<file path="src/rtl/bxs_pkg.sv">
package bxs_pkg;
  localparam int TS_W   = 14;
  localparam int ADDR_W = 5;
  localparam int WORD_W = 1 + 2 * ADDR_W + TS_W;

  typedef logic [TS_W-1:0] ts_t;

  typedef enum logic {
    SC_IDLE = 1'b0,
    SC_SCAN = 1'b1
  } scan_st_e;

  typedef struct packed {
    logic              ovf;
    logic [ADDR_W-1:0] col;
    logic [ADDR_W-1:0] row;
    ts_t               ts;
  } rd_word_t;
endpackage

</file>
<file path="src/rtl/bxs_pixel.sv">
module bxs_pixel
  import bxs_pkg::*;
#(
  parameter int DEPTH = 4,
  parameter int CNT_W = $clog2(DEPTH + 1)
) (
  input  logic             clk,
  input  logic             rst_n,
  input  logic             clr,
  input  logic             cap_en,
  input  logic             bx_new,
  input  logic             hit,
  input  ts_t              bx_num,
  input  logic             pop,
  output ts_t              head_ts,
  output logic [CNT_W-1:0] cnt,
  output logic             ovf
);
  localparam logic [CNT_W-1:0] FULL = CNT_W'(DEPTH);

  ts_t              mem_q [DEPTH];
  logic [CNT_W-1:0] wr_q, rd_q, wr_n, rd_n, wr_base, rd_base;
  logic             ovf_q, ovf_n, seen_q, seen_n, seen_base;
  logic             take, room, do_pop;
  logic [DEPTH-1:0] wen;

  // next-state: a train start empties the buffer before this cycle's hit
  always_comb begin
    wr_base   = clr ? '0 : wr_q;
    rd_base   = clr ? '0 : rd_q;
    seen_base = clr ? 1'b0 : (seen_q & ~bx_new);
    take      = cap_en & hit & ~seen_base;
    room      = (wr_base < FULL);
    do_pop    = pop & ~cap_en & (rd_q < wr_q);
    wr_n      = wr_base + CNT_W'(take & room);
    rd_n      = rd_base + CNT_W'(do_pop);
    ovf_n     = (ovf_q & ~clr) | (take & ~room);
    seen_n    = seen_base | take;
  end

  generate
    for (genvar e = 0; e < DEPTH; e++) begin : g_wen
      assign wen[e] = take & room & (wr_base == CNT_W'(e));
    end
  endgenerate

  always_ff @(posedge clk or negedge rst_n) begin
    if (!rst_n) begin
      wr_q   <= '0;
      rd_q   <= '0;
      ovf_q  <= 1'b0;
      seen_q <= 1'b0;
    end else begin
      wr_q   <= wr_n;
      rd_q   <= rd_n;
      ovf_q  <= ovf_n;
      seen_q <= seen_n;
    end
  end

  always_ff @(posedge clk or negedge rst_n) begin
    if (!rst_n) begin
      for (int e = 0; e < DEPTH; e++) mem_q[e] <= '0;
    end else begin
      for (int e = 0; e < DEPTH; e++) begin
        if (wen[e]) mem_q[e] <= bx_num;
      end
    end
  end

  always_comb begin
    head_ts = '0;
    for (int e = 0; e < DEPTH; e++) begin
      if (rd_q == CNT_W'(e)) head_ts = mem_q[e];
    end
  end

  assign cnt = wr_q - rd_q;
  assign ovf = ovf_q;
endmodule

</file>
<file path="src/rtl/bxs_phase.sv">
module bxs_phase
  import bxs_pkg::*;
(
  input  logic clk,
  input  logic rst_n,
  input  logic train_active,
  input  ts_t  bx_num,
  input  logic any_unread,
  output logic train_start,
  output logic bx_new,
  output logic lost_flag
);
  logic train_q;
  ts_t  bx_q;
  logic lost_q, lost_n;

  always_comb begin
    train_start = train_active & ~train_q;
    bx_new      = (bx_num != bx_q);
    lost_n      = train_start ? any_unread : lost_q;
  end

  always_ff @(posedge clk or negedge rst_n) begin
    if (!rst_n) begin
      train_q <= 1'b0;
      bx_q    <= '0;
      lost_q  <= 1'b0;
    end else begin
      train_q <= train_active;
      bx_q    <= bx_num;
      lost_q  <= lost_n;
    end
  end

  assign lost_flag = lost_q;
endmodule

</file>
<file path="src/rtl/bxs_scan.sv">
module bxs_scan
  import bxs_pkg::*;
#(
  parameter int NCOL  = 4,
  parameter int NROW  = 4,
  parameter int CNT_W = 3,
  parameter int COL_W = $clog2(NCOL),
  parameter int ROW_W = $clog2(NROW)
) (
  input  logic             clk,
  input  logic             rst_n,
  input  logic             train_active,
  input  logic             rd_start,
  input  logic             rd_ack,
  input  logic [CNT_W-1:0] cur_cnt,
  output logic [COL_W-1:0] col,
  output logic [ROW_W-1:0] row,
  output logic             scanning,
  output logic             rd_valid,
  output logic             pop_req,
  output logic             rd_done
);
  localparam logic [COL_W-1:0] COL_LAST = COL_W'(NCOL - 1);
  localparam logic [ROW_W-1:0] ROW_LAST = ROW_W'(NROW - 1);

  scan_st_e         st_q, st_n;
  logic [COL_W-1:0] col_q, col_n;
  logic [ROW_W-1:0] row_q, row_n;
  logic             done_q, done_n;
  logic             at_last, empty;

  always_comb begin
    st_n     = st_q;
    col_n    = col_q;
    row_n    = row_q;
    done_n   = 1'b0;
    at_last  = (col_q == COL_LAST) && (row_q == ROW_LAST);
    empty    = (cur_cnt == '0);
    rd_valid = (st_q == SC_SCAN) && !train_active && !empty;
    pop_req  = rd_valid & rd_ack;
    unique case (st_q)
      SC_IDLE: begin
        if (rd_start && !train_active) begin
          st_n  = SC_SCAN;
          col_n = '0;
          row_n = '0;
        end
      end
      SC_SCAN: begin
        if (train_active) begin
          st_n = SC_IDLE;
        end else if (empty) begin
          if (at_last) begin
            st_n   = SC_IDLE;
            done_n = 1'b1;
          end else if (col_q == COL_LAST) begin
            col_n = '0;
            row_n = row_q + ROW_W'(1);
          end else begin
            col_n = col_q + COL_W'(1);
          end
        end
      end
      default: st_n = SC_IDLE;
    endcase
  end

  always_ff @(posedge clk or negedge rst_n) begin
    if (!rst_n) begin
      st_q   <= SC_IDLE;
      col_q  <= '0;
      row_q  <= '0;
      done_q <= 1'b0;
    end else begin
      st_q   <= st_n;
      col_q  <= col_n;
      row_q  <= row_n;
      done_q <= done_n;
    end
  end

  assign col      = col_q;
  assign row      = row_q;
  assign scanning = (st_q == SC_SCAN);
  assign rd_done  = done_q;
endmodule

</file>
<file path="src/rtl/bx_hit_store.sv">
module bx_hit_store
  import bxs_pkg::*;
#(
  parameter int NCOL  = 4,
  parameter int NROW  = 4,
  parameter int DEPTH = 4
) (
  input  logic                         clk,
  input  logic                         rst_n,
  input  logic                         train_active,
  input  logic [TS_W-1:0]              bx_num,
  input  logic [NCOL*NROW-1:0]         hit_in,
  input  logic                         rd_start,
  input  logic                         rd_ack,
  output logic                         rd_valid,
  output logic [WORD_W-1:0]            rd_word,
  output logic [$clog2(DEPTH+1)-1:0]   rd_count,
  output logic                         rd_done,
  output logic                         hit_present,
  output logic                         ovf_flag,
  output logic                         lost_flag
);
  localparam int NPIX  = NCOL * NROW;
  localparam int PIX_W = $clog2(NPIX);
  localparam int CNT_W = $clog2(DEPTH + 1);
  localparam int COL_W = $clog2(NCOL);
  localparam int ROW_W = $clog2(NROW);

  ts_t              head_arr [NPIX];
  logic [CNT_W-1:0] cnt_arr  [NPIX];
  logic [NPIX-1:0]  ovf_vec, nz_vec, pop_vec;
  logic             train_start, bx_new, any_unread;
  logic [COL_W-1:0] scan_col;
  logic [ROW_W-1:0] scan_row;
  logic [PIX_W-1:0] idx;
  logic [CNT_W-1:0] cur_cnt;
  logic             scanning, pop_req;
  rd_word_t         word;

  bxs_phase u_phase (
    .clk          (clk),
    .rst_n        (rst_n),
    .train_active (train_active),
    .bx_num       (bx_num),
    .any_unread   (any_unread),
    .train_start  (train_start),
    .bx_new       (bx_new),
    .lost_flag    (lost_flag)
  );

  generate
    for (genvar p = 0; p < NPIX; p++) begin : g_pix
      bxs_pixel #(.DEPTH(DEPTH), .CNT_W(CNT_W)) u_pix (
        .clk     (clk),
        .rst_n   (rst_n),
        .clr     (train_start),
        .cap_en  (train_active),
        .bx_new  (bx_new),
        .hit     (hit_in[p]),
        .bx_num  (bx_num),
        .pop     (pop_vec[p]),
        .head_ts (head_arr[p]),
        .cnt     (cnt_arr[p]),
        .ovf     (ovf_vec[p])
      );
      assign nz_vec[p]  = (cnt_arr[p] != '0);
      assign pop_vec[p] = pop_req & (idx == PIX_W'(p));
    end
  endgenerate

  bxs_scan #(.NCOL(NCOL), .NROW(NROW), .CNT_W(CNT_W)) u_scan (
    .clk          (clk),
    .rst_n        (rst_n),
    .train_active (train_active),
    .rd_start     (rd_start),
    .rd_ack       (rd_ack),
    .cur_cnt      (cur_cnt),
    .col          (scan_col),
    .row          (scan_row),
    .scanning     (scanning),
    .rd_valid     (rd_valid),
    .pop_req      (pop_req),
    .rd_done      (rd_done)
  );

  always_comb begin
    idx      = PIX_W'(scan_row) * PIX_W'(NCOL) + PIX_W'(scan_col);
    cur_cnt  = cnt_arr[idx];
    word.ovf = ovf_vec[idx];
    word.col = ADDR_W'(scan_col);
    word.row = ADDR_W'(scan_row);
    word.ts  = head_arr[idx];
  end

  assign any_unread  = |nz_vec;
  assign hit_present = any_unread;
  assign ovf_flag    = |ovf_vec;
  assign rd_word     = word;
  assign rd_count    = scanning ? cur_cnt : '0;
endmodule

</file>
<file path="config.mk">
export PLATFORM = sky130hd
export DESIGN_NAME = bx_hit_store
export DESIGN_NICKNAME = d
export VERILOG_FILES = /design/src/rtl/bxs_pkg.sv /design/src/rtl/bxs_pixel.sv /design/src/rtl/bxs_phase.sv /design/src/rtl/bxs_scan.sv /design/src/rtl/bx_hit_store.sv
export SDC_FILE = /design/constraint.sdc
export NUM_CORES = 2
export LEC_CHECK = 0
export BUFFER_PORTS_ARGS = -buffer_cell sky130_fd_sc_hd__buf_4
export CAP_MARGIN = 40
export CORE_UTILIZATION = 45
export DETAILED_ROUTE_END_ITERATION = 10
export PLACE_DENSITY_LB_ADDON = 0.25
export SLEW_MARGIN = 20
export SYNTH_ARGS = -nofsm -noshare
export SYNTH_HDL_FRONTEND = slang
export SYNTH_SLANG_ARGS = --single-unit
</file>
<file path="constraint.sdc">
create_clock -name clk -period 6.2 [get_ports clk]
set_input_delay 0 -clock clk [delete_from_list [all_inputs] [get_ports clk]]
set_output_delay 0 -clock clk [all_outputs]
set_load 0.05 [all_outputs]
</file>
Word level (Yosys, flattened, before mapping)
Cells that the tools add are included.
{ "totals": {"regBits": 1046, "in_bits": 35, "elab_cells": 836} }
{ "classes": {"n_addsub": 51, "magnitude_cmp": 34, "n_eq_ne": 119, "muxes": 141, "n_bitwise": 296, "reduce_logical": 60} }
{ "ops": {"columns": ["cell", "n"], "rows": [
  ["2-to-1 mux 14 bit", 66],
  ["bitwise AND 1 bit", 226],
  ["equality test 3 x 2 -> 1 bit, second input constant", 64],
  ["2-to-1 mux 3 bit", 35],
  ["zero test 3 bit", 33],
  ["equality test 3 x 1 -> 1 bit, second input constant", 32],
  ["binary-select mux 14 bit (select 4 bit)", 1],
  ["adder 3 x 1 -> 3 bit", 16],
  ["adder 3 bit", 16],
  ["less-than comparator 3 bit", 16],
  ["less-than comparator 3 bit, second input constant", 16],
  ["nonzero test 3 bit", 16],
  ["subtractor 3 bit", 16],
  ["inverter 1 bit", 37],
  ["equality test 4 bit, second input constant", 8],
  ["bitwise OR 1 bit", 32],
  ["OR reduction 16 bit", 2],
  ["2-to-1 mux 1 bit", 25],
  ["2-to-1 mux 2 bit", 9],
  ["equality test 4 x 3 -> 1 bit, second input constant", 4],
  ["inequality test 14 bit", 1],
  ["binary-select mux 3 bit (select 4 bit)", 1],
  ["equality test 4 x 2 -> 1 bit, second input constant", 2],
  ["inequality test 2 bit, second input constant", 4],
  ["other kinds (16)", 23]
]} }

Logic depth before layout (Yosys ltp)
{ "depth": {"ltp_word": 13, "mapped_depth": 13, "depth_no_buf": 12} }

Cells and area by module
From an unflattened synthesis, not the netlist that was laid out.
{ "unflattened": {"hier_cells": 3533, "area_unflattened_um2": 54608.6} }
{ "by_module_without_submodules": {"columns": ["mod", "instances", "cells_per_inst", "area_each_um2", "seq_area_each_um2"], "rows": [
  ["bxs_pixel", 16, 203, 3196.8, 1601.5],
  ["bx_hit_store", 1, 211, 2536.2, 0.0],
  ["bxs_phase", 1, 37, 569.3, 400.4],
  ["bxs_scan", 1, 37, 354.1, 150.1]
]} }

Least setup slack after synthesis
Ideal clock, no wire load.
{ "synth_timing": {"kind": "register -> register", "from": "register g_pix[5].u_pix.wr_q[0]", "to": "register g_pix[7].u_pix.rd_q[1]", "t_arrival_ns": 3.083, "path_slack_ns": 2.992, "path_stages_with_launch": 12, "cell_sequence": "dfrtp_1 > inv_1 > ha_1 > fa_1 > mux4_1 > mux4_2 > a21boi_4 > a21oi_4 > buf_6 > and3_1 > ha_1 > ha_1"} }
{ "synth_between": {"elab_chain_cells": 12} }
{ "synth_lines": {"columns": ["element", "line_no", "rtl"], "rows": [
  ["start, declared", "bxs_pixel.sv:22", "logic [CNT_W-1:0] wr_q, rd_q, wr_n, rd_n, wr_base, rd_base;"],
  ["start signal, assigned", "bxs_pixel.sv:54", "wr_q <= wr_n;"],
  ["subtractor 3 bit", "bxs_pixel.sv:78", "assign cnt = wr_q - rd_q;"],
  ["binary-select mux 3 bit (select 4 bit)", "bx_hit_store.sv:88", "cur_cnt = cnt_arr[idx];"],
  ["2-to-1 mux 3 bit (not written as such) (2 in a row)", "bx_hit_store.sv:88", null],
  ["zero test 3 bit", "bxs_scan.sv:38", "empty = (cur_cnt == '0);"],
  ["zero test 1 bit", "bxs_scan.sv:39", "rd_valid = (st_q == SC_SCAN) && !train_active && !empty;"],
  ["logical AND 1 bit", "bxs_scan.sv:39", null],
  ["net rd_valid", "bx_hit_store.sv:15", "output logic rd_valid,"],
  ["bitwise AND 1 bit", "bxs_scan.sv:40", "pop_req = rd_valid & rd_ack;"],
  ["bitwise AND 1 bit", "bx_hit_store.sv:67", "assign pop_vec[p] = pop_req & (idx == PIX_W'(p));"],
  ["bitwise AND 1 bit (2 in a row)", "bxs_pixel.sv:34", "do_pop = pop & ~cap_en & (rd_q < wr_q);"],
  ["adder 3 x 1 -> 3 bit", "bxs_pixel.sv:36", "rd_n = rd_base + CNT_W'(do_pop);"],
  ["net g_pix[7].u_pix.rd_n[1]", "bxs_pixel.sv:22", null],
  ["end signal, assigned", "bxs_pixel.sv:55", "rd_q <= rd_n;"],
  ["end, declared", "bxs_pixel.sv:22", null]
]} }
The timed path passes the listed nets, and every way through them passes these cells. The select of a mux whose other input is x is not followed.
A chain may end at the register's enable or synchronous reset.

Worst setup path in the final report
{ "layout_timing": {"from": "register u_scan.col_q[0] (netlist: u_scan.col[0])", "to": "output rd_word[11]"} }
{ "layout_between": {"elab_chain_cells": 5} }
{ "layout_lines": {"columns": ["element", "line_no", "rtl"], "rows": [
  ["start, declared", "bxs_scan.sv:27", "logic [COL_W-1:0] col_q, col_n;"],
  ["start signal, assigned", "bxs_scan.sv:76", "col_q <= col_n;"],
  ["adder 4 x 2 -> 4 bit", "bx_hit_store.sv:87", "idx = PIX_W'(scan_row) * PIX_W'(NCOL) + PIX_W'(scan_col);"],
  ["inverter 4 -> 5 bit (not written as such)", "bx_hit_store.sv:92", "word.ts = head_arr[idx];"],
  ["binary-select mux 14 bit (select 4 bit)", "bx_hit_store.sv:92", null],
  ["2-to-1 mux 14 bit (not written as such) (2 in a row)", "bx_hit_store.sv:92", null],
  ["end, declared", "bx_hit_store.sv:16", "output logic [WORD_W-1:0] rd_word,"]
]} }
No other way between the ends. The select of a mux whose other input is x is not followed.

==> results.md <==
* Synth top area share at 52.3%
* Reg2Reg Depth at 9
* Drt wl/cell at approximately 26 µm
* Die X at 336 µm
* First-pass GRT wire length at 204000 µm
* Max-slew violation count at 0
* Post-Syn Area at ~50000 µm²
* Fmax at 219 MHz
* Clock Tree Root: clkbuf_16
* LEAKAGE at 24.3 nW
* Clk buf depth at 3
* Flop and latch count out of synthesis at around 1000
* IO buf count at 61
* Synthesized area per cell at about 14 µm²
* Worst reg2reg setup slack at about 2000 ps
* Max-Cap Viols at 0
* Most common cell in the netlist: dfrtp_1
* Later-pin clock latency in the skew report at 720 ps
* Hold worst-path end: u_phase.bx_q[5]$_DFF_PN0_
* Crit path top cell by count: buf_4
* Initial antenna violation count at 4
* Final worst path period need at 4560 ps
* Final hold vios at 0
* TritonCTS clock tree: built
* Vias per cell at 5.95
* Final core utilization at 51.0%
* Reg2reg start: u_scan.col[0]$_DFFE_PN0P_
* FFs w/ async S/R, synth at between 90% and 100%
* Starting DRT DRC Count at 2482
* Critical path cell sequence: inv_2 -> buf_4 -> nor2_1 -> a221oi_1 -> a211oi_1 -> nor3_1 -> a21oi_1 -> buf_4
* Final #Nets at about 3700
* Post-route ant nets at 0
* Gpl congestion at 0.920
* Seq/Total Area, Yosys at 52.3%
* Outcome: finished clean
* Pre-antenna DRT Iters at 6
* Fill cells at around 9400
* GRT met3 Usage at just under 5%
* Met1 Resource Use GR at 35.8%
* Final Skew at around 43 ps
* DRC at 0
* Least-Margin Pin Slew at 1010 ps
* Area Overhead vs Synth at 12.6%
* Largest net degree at the start of global routing at 167
* Routed WL at 135000 µm
* Number of global-route vias before repair at 30700
* GR Util met2 at 36.2%
* CTS resizes at 0
* Synth Instances at 3526
* Ports at just under 70
* Worst hold path depth at 2
* Dominant cell type by area after synthesis: dfrtp_1
* Post-synth EDFFs at 0
* Hold_sp: bx_num[5]
* Rows at 122
* Number of buffers created by CTS at 112
* CP endpoint kind: output pin
* Cell family with most CP delay: compound AO/OA/AOI/OAI gates
* Seq pwr share at 42.5%
* Worst hold-check path type: input port to flip-flop
* Crit Path Max Fanout at 50
* WP data arrival at approximately 4600 ps
* CP peak stage delay at 990 ps
* Switching share of power at 32.4%
* Clock transition at path regs at 60 ps
* Synth cell count leaders: 1046 x dfrtp_1, 874 x mux2_2, 236 x mux4_2
* Total vias in the final route at 30400
* Capturing point of the worst reg2reg path: g_pix[7].u_pix.rd_q[2]$_DFF_PN0_
* P_int at 18.1 mW
* Most Crowded Layer GR: met2
* Slew headroom at about a third
* Yosys cell types at 58
* CP Buf/Inv Count at 3
* Kind of critical path: flip-flop to output pin
* Die Y at 336 µm
* H-tree depth at 3
* Setup tns final at 0 ps
* Req. time, crit path at 6200 ps
* Most used DFF post-synth: dfrtp_1
* Initial Utilization at 45.3%
* Clock Sinks at 1046
* Detailed placement HPWL at 91500 µm
* Synth top area cells: dfrtp_1 52%, mux2_2 20%, mux4_2 11%
* Element type at the critical path start: flip-flop
* Crit share post-route at 73.6%
* Power per Cell Area at 475 nW/µm²
* DIE AREA at 113000 µm²
* NetSw at just under 9 mW
* RSZ-0062 raised after global routing: false
* Combinational share of power at 32.7%
* Share of cells above drive strength 1 at between 40 and 50%
* Core Box Area at 111000 µm²
* Peak supply drop at 0.453 mV
* Yosys Warn Count at 0
* Total global routing overflow at 0
* CP max-delay cell: dfrtp_4
* Setup Viol. Count Final at 0
* Global Route Usage Sum at 24.3%
* Clock Power Share at 24.8%
==> per-stage QoR <==
step	instance area (µm²)	instances	power, mW	setup slack (ps)	hold WS, ps
3_5_place_dp	52100	4856	20.1	2040	153
4_1_cts	56100	5097	26.9	1730	87.0
6_report	56400	5118	26.8	1640	125
3_3_place_gp	51500	4815	19.8	2060	148
5_1_grt	56400	5116	28.1	1630	118
2_1_floorplan	50100	3531	17.1	2990	-296
==> sequential cells by signal (all words and copies together), names as in the netlist <==
name                flops
g_pix.u_pix.seen_q     16
u_phase.train_q         1
g_pix.u_pix.mem_q     896
u_scan.col              2
u_phase.lost_flag       1
u_scan.scanning         1
u_scan.row              2
u_phase.bx_q           14
g_pix.u_pix.wr_q       48
g_pix.u_pix.rd_q       48
g_pix.u_pix.ovf        16
u_scan.rd_done          1
==> how the worst max path moves through the flow <==
stage                                            startpoint                          endpoint  slack [ps]  cells after the start
after floorplan            g_pix[5].u_pix.wr_q[0]$_DFF_PN0_  g_pix[7].u_pix.rd_q[1]$_DFF_PN0_        2990                     11
after global placement    g_pix[10].u_pix.rd_q[1]$_DFF_PN0_  g_pix[2].u_pix.rd_q[2]$_DFF_PN0_        2060                      9
after detailed placement   g_pix[8].u_pix.rd_q[1]$_DFF_PN0_  g_pix[3].u_pix.rd_q[2]$_DFF_PN0_        2040                      9
after CTS                         u_scan.col[0]$_DFFE_PN0P_                        rd_word[6]        1730                      8
after global routing              u_scan.col[0]$_DFFE_PN0P_                        rd_word[6]        1630                      8
final                             u_scan.col[0]$_DFFE_PN0P_                       rd_word[11]        1640                      8
==> layout by cell type, fill, tap and decap left out, drive strengths merged, types with 6 or more instances in the layout <==
master,count
a41oi,17
mux4,240
a31oi,6
a211oi,8
xor2,12
or3,7
a21oi,62
a22oi,12
nand4,30
xnor2,50
a32oi,6
dfrtp,1046
nor4,7
dlygate4sd3,39
mux2,897
fa,16
nor2,135
mux2i,6
inv,104
and3,49
a221o,6
ha,120
a311oi,18
a21o,17
buf,168
o21ai,22
conb,6
nor3,73
clkinv,29
nand2,123
and2,18
bufinv,8
clkbuf,160
a221oi,90
==> per-layer routing <==
layer	up-vias	share of wire, %
met3	225	7.0
met5	-	0.017
met1	16200	46
met4	4	2.9
li1	13000	-
met2	931	44
==> power by group through the flow <==
stage                     Clock (mW)  Sequential (mW)  Combinational, mW
after floorplan                    0             10.9               6.17
after global placement             0             11.4               8.42
after detailed placement           0             11.5               8.66
after CTS                       6.80             11.4               8.70
after global routing            7.07             11.8               9.28
final                           6.66             11.4               8.77
==> cells by family (layout without fill, tap and decap cells) <==
group                      after synthesis  count (layout)  share of synthesized area, %
adders and majority gates              136             136                          3.64
and+or+nand+nor                        452             452                          4.23
buffers and inverters                  413             510                          3.47
xor gates and xnor gates                62              62                          1.08
other                                    1               8                       0.00749
muxes                                 1143            1143                          31.1
AOI/OAI and AO/OA                      273             273                          4.21
DFF                                   1046            1046                          52.3
==> repair_timing <==
item | CTS | global route
hold buffers | 39 | 0
endpoints found under the setup margin | 0 | 0
buffers inserted | 0 | 0
hold endpoints to repair | 498 | 0
==> layout make-up <==
cell class | count | area [µm²] | area share (%)
inverter | 101 | 379 | 0.672
timing repair buffer | 207 | 2160 | 3.82
sequential | 1046 | 26200 | 46.4
antenna | 2 | 5.00 | 0.00887
clock inverter | 42 | 449 | 0.796
tap | 1488 | 1860 | 3.30
clock buffer | 160 | 3170 | 5.62
multi-input combinational | 2072 | 22200 | 39.4
Power figures use the tool's default switching activity.
